[src/rtl/cdet_pkg.sv]
package cdet_pkg;
  // Counter width able to hold values 0..lim
  function automatic int cnt_width(input int lim);
    int w;
    w = $clog2(lim + 1);
    return (w < 1) ? 1 : w;
  endfunction
endpackage

[src/rtl/cdet_tick_timer.sv]
module cdet_tick_timer #(
  parameter int LIM = 40
) (
  input  logic clk,
  input  logic rst_n,
  input  logic run,
  input  logic tick,
  output logic fire
);
  localparam int CW = cdet_pkg::cnt_width(LIM);
  localparam logic [CW-1:0] LAST = CW'(LIM - 1);

  logic [CW-1:0] cnt;

  assign fire = run && tick && (cnt == LAST);

  always_ff @(posedge clk) begin
    if (!rst_n || !run) cnt <= '0;
    else if (tick) cnt <= fire ? '0 : cnt + 1'b1;
  end
endmodule

[src/rtl/cdet_hold_timer.sv]
module cdet_hold_timer #(
  parameter int HOLD_MS = 150,
  parameter bit HOLD_EN = 1'b1
) (
  input  logic clk,
  input  logic rst_n,
  input  logic start,
  input  logic cancel,
  input  logic tick,
  output logic active
);
  localparam int CW = cdet_pkg::cnt_width(HOLD_MS);

  generate
    if (HOLD_EN && HOLD_MS > 0) begin : g_hold
      logic [CW-1:0] left;
      always_ff @(posedge clk) begin
        if (!rst_n || cancel) left <= '0;
        else if (start) left <= CW'(HOLD_MS);
        else if (tick && left != '0) left <= left - 1'b1;
      end
      assign active = (left != '0);
    end else begin : g_nohold
      assign active = 1'b0;
    end
  endgenerate
endmodule

[src/rtl/cdet_clamp_ctrl.sv]
module cdet_clamp_ctrl #(
  parameter int ON_MS   = 100,
  parameter int OFF_MS  = 40,
  parameter int HOLD_MS = 150,
  parameter bit HOLD_EN = 1'b1
) (
  input  logic clk,
  input  logic rst_n,
  input  logic ms_tick,
  input  logic lvl_above_on,
  input  logic lvl_below_off,
  input  logic rts,
  input  logic train_done,
  input  logic rx_in,
  output logic dcd,
  output logic cts,
  output logic rx_out
);
  logic rts_q, det, cts_q;
  logic hold_act, clamp;
  logic on_fire, off_fire;

  assign clamp = rts || rts_q || hold_act;

  always_ff @(posedge clk) begin
    if (!rst_n) begin
      rts_q <= 1'b0;
      cts_q <= 1'b0;
    end else begin
      rts_q <= rts;
      cts_q <= rts && train_done;
    end
  end

  cdet_hold_timer #(.HOLD_MS(HOLD_MS), .HOLD_EN(HOLD_EN)) u_hold (
    .clk(clk), .rst_n(rst_n),
    .start(rts_q && !rts), .cancel(rts),
    .tick(ms_tick), .active(hold_act)
  );

  cdet_tick_timer #(.LIM(ON_MS)) u_on (
    .clk(clk), .rst_n(rst_n),
    .run(!det && lvl_above_on && !clamp),
    .tick(ms_tick), .fire(on_fire)
  );

  cdet_tick_timer #(.LIM(OFF_MS)) u_off (
    .clk(clk), .rst_n(rst_n),
    .run(det && lvl_below_off && !clamp),
    .tick(ms_tick), .fire(off_fire)
  );

  always_ff @(posedge clk) begin
    if (!rst_n || clamp) det <= 1'b0;
    else if (!det && on_fire) det <= 1'b1;
    else if (det && off_fire) det <= 1'b0;
  end

  assign dcd    = det && !clamp;
  assign cts    = cts_q;
  assign rx_out = clamp ? 1'b1 : rx_in;
endmodule

[config.mk]
export PLATFORM = sky130hd
export DESIGN_NAME = cdet_clamp_ctrl
export DESIGN_NICKNAME = d
export VERILOG_FILES = /design/src/rtl/cdet_pkg.sv /design/src/rtl/cdet_tick_timer.sv /design/src/rtl/cdet_hold_timer.sv /design/src/rtl/cdet_clamp_ctrl.sv
export SDC_FILE = /design/constraint.sdc
export NUM_CORES = 1
export LEC_CHECK = 0
export CAP_MARGIN = 30
export CORE_MARGIN = 4
export CORE_UTILIZATION = 55
export DETAILED_ROUTE_END_ITERATION = 8
export HOLD_SLACK_MARGIN = 0.15
export PLACE_DENSITY = 0.84
export SKIP_LAST_GASP = 1
export SYNTH_ARGS = -nofsm -noshare
export SYNTH_HDL_FRONTEND = slang
export SYNTH_HIERARCHICAL = 1
export SYNTH_SLANG_ARGS = --single-unit
[constraint.sdc]
create_clock -name clk -period 2.45 [get_ports clk]
set_input_delay 0.735 -clock clk [delete_from_list [all_inputs] [get_ports clk]]
set_output_delay 0.735 -clock clk [all_outputs]
set_load 0.03 [all_outputs]
Yosys cells after proc, flatten, opt, wreduce, memory -nomap -nowiden
Index checks and enable logic that the tools add are counted.
- flip-flop bits (word level): 24
- input bits: 8
- output and inout bits: 3
- logic and storage cells: 49
- add/subtract/negate cells: 3
- eq/ne operators: 2
- mux-type cells: 7
- reduce and logical (&&, ||, !) cells: 30
- operators by type and width (kind ; count):
    8-bit 2-to-1 mux ; 2
    1-bit logical AND ; 14
    8-bit nonzero test ; 1
    8-bit by 1-bit subtractor with 8-bit output, second input constant ; 1
    7-bit by 1-bit adder with 7-bit output, second input constant ; 1
    7-bit equality test, second input constant ; 1
    7-bit 2-to-1 mux ; 1
    6-bit by 1-bit adder with 6-bit output, second input constant ; 1
    6-bit equality test, second input constant ; 1
    1-bit zero test ; 6
    1-bit logical OR ; 6
    6-bit 2-to-1 mux ; 1
    2-bit nonzero test ; 2
    1-bit 2-to-1 mux ; 3
    2-bit OR reduction ; 1

Logic depth before layout (Yosys ltp)
- word-level depth: 9
- gate-level depth with buffers: 10
- gate-level depth less buffers: 10

By module
Netlist, hierarchy kept.
- by module, submodules not included (module ; instances ; cells an instance ; area an instance (sq um) ; seq. area each (sq um)):
    cdet_hold_timer ; 1 ; 51 ; 464.2 ; 160.2
    cdet_tick_timer at u_on ; 1 ; 35 ; 332.8 ; 140.1
    cdet_tick_timer at u_off ; 1 ; 31 ; 287.8 ; 120.1
    cdet_clamp_ctrl ; 1 ; 13 ; 140.1 ; 60.1

Least setup slack after synthesis
OpenSTA, ideal clock, no wires.
- path kind: reg2out
- start: register u_hold.g_hold.left[0]
- end: output dcd
- data arrival time: 1575 ps
- required time: 1715 ps
- setup slack: 140 ps
- stages on the path, launching flop included: 7
- cells stage by stage: dfxtp_1 > inv_1 > ha_1 > nor3b_1 > nand2_1 > nor3_2 > and2_2
- cells in the longest elaborated chain, start to end: 4
- ends and longest elaborated chain (item ; RTL line ; source):
    start, declared ; cdet_hold_timer.sv:16 ; logic [CW-1:0] left;
    start signal, assigned ; cdet_hold_timer.sv:19 ; else if (start) left <= CW'(HOLD_MS);
    start signal, assigned ; cdet_hold_timer.sv:20 ; else if (tick && left != '0) left <= left - 1'b1;
    8-bit nonzero test ; cdet_hold_timer.sv:22 ; assign active = (left != '0);
    named net hold_act ; cdet_clamp_ctrl.sv:20 ; logic hold_act, clamp;
    1-bit logical OR ; cdet_clamp_ctrl.sv:23 ; assign clamp = rts || rts_q || hold_act;
    1-bit zero test ; cdet_clamp_ctrl.sv:59 ; assign dcd = det && !clamp;
    1-bit logical AND ; cdet_clamp_ctrl.sv:59 ;
    end, declared ; cdet_clamp_ctrl.sv:15 ; output logic dcd,
The timed path passes the listed nets, and every way through them passes these cells.

Worst setup path in the final report
- start: register u_hold.g_hold.left[1]
- end: output dcd
The elaborated chain is that of the path after synthesis.

==> results.json <==
{
  "status": "finished, violations left",
  "violations": "negative setup slack",
  "antenna_found_initial": 0,
  "worstSetupEndpointType": "output port",
  "synth_top_cell_by_area": "dfxtp_1",
  "postCtsHoldBufs": 0,
  "nets": 176,
  "ys_seq_area_share_pct": 39.2,
  "async_flop_share_pct": 0,
  "setup_viol": 1,
  "port_buffers": 10,
  "drive_gt1_share_pct": 31.9,
  "r2r-end": "u_on/cnt[0]",
  "worstSetupEndpoint": "dcd",
  "crit_required_ns": 1.71,
  "ant_nets": 0,
  "final_util_pct": 77.5,
  "coreArea_um2": 2040,
  "grt_pass1_wl_um": 4940,
  "use_met1_pct": 27.3,
  "die_area_um2": 3050,
  "p_per_area_nw_per_um2": 537,
  "fmax_ghz": 0.398,
  "grtUsageMet2_pct": 41.1,
  "firstDrtPassIters": 4,
  "rows": 16,
  "cts_tree": "yes",
  "synth_ff_type": "dfxtp_1",
  "clkLatencyLatePin_ns": 0.33,
  "r2r_cells": 11,
  "cts-root-buf": "clkbuf_4",
  "remaining_drc_errors": 0,
  "finalCriticalPeriod_ns": 2.51,
  "cap_viol_max_count": 0,
  "fp.dieH_um": 55.2,
  "gr-max-usage-layer": "met2",
  "synth_area_um2": 1220,
  "rsz0062_at_grt": "yes",
  "start_util_pct": 60.0,
  "fin_tns_setup_ns": -0.0633,
  "placed_area_um2": 1480,
  "cp-startpoint": "u_hold/g_hold.left[1]",
  "place_congestion": 0.833,
  "syn_inst": 130,
  "grt_start_max_net_pins": 15,
  "yosys_warnings": 6,
  "area_delta_synth_final_pct": 29.2,
  "dp_hpwl_um": 2050,
  "path_clk_slew_ns": 0.13,
  "hold_path.class": "flip-flop to flip-flop",
  "die_w_um": 55.2,
  "p_total_mw": 0.850,
  "leakagePower_nw": 0.609,
  "start_kind": "flip-flop",
  "via_per_inst": 5.91,
  "first_global_vias": 1154,
  "htree_levels": 1,
  "max-vdd-ir-drop_mv": 0.728,
  "slew_headroom_pct": 71.8,
  "num_io_pins": 11,
  "finalClockSkew_ns": 0.00626,
  "avgSynthCellArea_um2": 9.42,
  "pre_cts_ws_ns": -0.370,
  "fin_crit_sh_pct": 103,
  "clock_path_buffers": 2,
  "finalInstanceArea_um2": 1580,
  "drt-total-wl_um": 2810,
  "fin_ws_ns": -0.0633,
  "ys_ff_latch": 24,
  "yosysTopAreaCellShare_pct": 39.2,
  "ys_top_cells_by_count": "dfxtp_1, nand2_1, nor2_1",
  "cts_made_buffers": 3,
  "grt_remaining_overflow": 0,
  "vias": 1123,
  "finalMaxSlewViolations": 0,
  "hold_violations": 0,
  "synthTopCellsByArea": "dfxtp_1, xor2_1, ha_1",
  "r2r_start": "u_hold/g_hold.left[1]",
  "synthDistinctLibCells": 46,
  "cts.sink_count": 24,
  "grt.met3_usage_pct": 3.49,
  "crit_fanout": 2,
  "worstMarginPinSlew_ns": 0.421,
  "drtIter0Drc": 31,
  "synth.most_common_cell": "dfxtp_1",
  "synth_edf_count": 0,
  "grt_use_total_pct": 22.9,
  "path_class": "flip-flop to output port",
  "r2r_setup_slack_ns": 0.35,
  "n_antenna_cell": 0,
  "worst-endpoint-arrival_ns": 1.78,
  "wl_per_cell_um": 14.8,
  "syn_nets": 142
}
[registers in the layout, summed over array words and instances, names as in the netlist]
| signal | flops |
|---|---|
| u_off/cnt | 6 |
| det | 1 |
| u_on/cnt | 7 |
| u_hold/g_hold.left | 8 |
| rts_q | 1 |
| cts | 1 |
[worst max-delay path: stages (launching register included)]
cell     delay, ns
dfxtp_2       0.35
inv_2         0.07
ha_4          0.13
nor3b_4       0.20
nand2_1       0.11
nor3_2        0.19
buf_4         0.15
and2_4        0.13
buf_6         0.12
[final cells by class]
| type | instances | area, µm² |
|---|---|---|
| sequential | 24 | 483 |
| clock buffer | 3 | 22.5 |
| clock inverter | 1 | 30.0 |
| multi-input combinational | 99 | 746 |
| inverter | 6 | 22.5 |
| timing repair buffer | 30 | 245 |
| tap | 27 | 33.8 |
| fill | 141 | 459 |
[per-stage QoR]
step	cells	hold WS (ns)
2_1_floorplan	130	0.443
3_3_place_gp	184	0.465
3_5_place_dp	184	0.495
4_1_cts	190	0.513
5_1_grt	190	0.551
6_report	190	0.510
[routing by layer]
| layer | part of all wire [%] | wire (µm) | up-vias |
|---|---|---|---|
| met2 | 51 | 1440 | 34 |
| met5 | 0 | 0 | - |
| met1 | 43 | 1210 | 534 |
| li1 | - | - | 548 |
| met4 | 1.8 | 50 | 0 |
| met3 | 4.0 | 112 | 7 |
[layout by cell type, fill, tap and decap left out, drive strengths merged, types with 2 or more instances in the layout]
master,count
or3b,4
mux2i,3
nor4,2
or4,4
o31a,4
clkdlybuf4s50,7
nor2b,2
o21ai,6
dfxtp,24
or3,4
nand3,2
ha,4
a21oi,6
xor2,6
buf,22
nor3b,2
nor2,9
nor3,3
a21boi,2
and2,4
and3,2
clkbuf,3
inv,6
nand2,11
nand4,4
[timing repair]
item	4_1_cts	5_1_grt
endpoints found under the setup margin	2	2
pin swaps	2	0
hold endpoints to repair	0	0
setup buffers	2	0
resized for setup	15	2
[where the power goes]
| part | internal (mW) | leakage, nW | switching [mW] |
|---|---|---|---|
| sequential | 0.399 | 0.195 | 0.00627 |
| clock | 0.166 | 0.0279 | 0.128 |
| combinational | 0.0809 | 0.386 | 0.0705 |
[kinds of logic after synthesis]
kind of cell	after synthesis	share of synthesized area, %
muxes	3	2.45
DFF	24	39.2
adders and majority gates	4	4.09
xor gates and xnor gates	7	5.01
and+or+nand+nor	58	29.0
AOI/OAI and AO/OA	27	17.8
buffers and inverters	7	2.45
[worst min-delay path by stage]
stage,start,to,slack (ns),cells past startpoint
6_report,u_on/cnt[6],u_on/cnt[6],0.51,2
5_1_grt,u_off/cnt[5],u_off/cnt[5],0.55,2
4_1_cts,u_on/cnt[6],u_on/cnt[6],0.51,2
3_5_place_dp,u_on/cnt[6],u_on/cnt[6],0.49,2
3_3_place_gp,u_on/cnt[6],u_on/cnt[6],0.47,2
2_1_floorplan,u_hold/g_hold.left[0],u_hold/g_hold.left[0],0.44,2
Power figures use the tool's default switching activity.
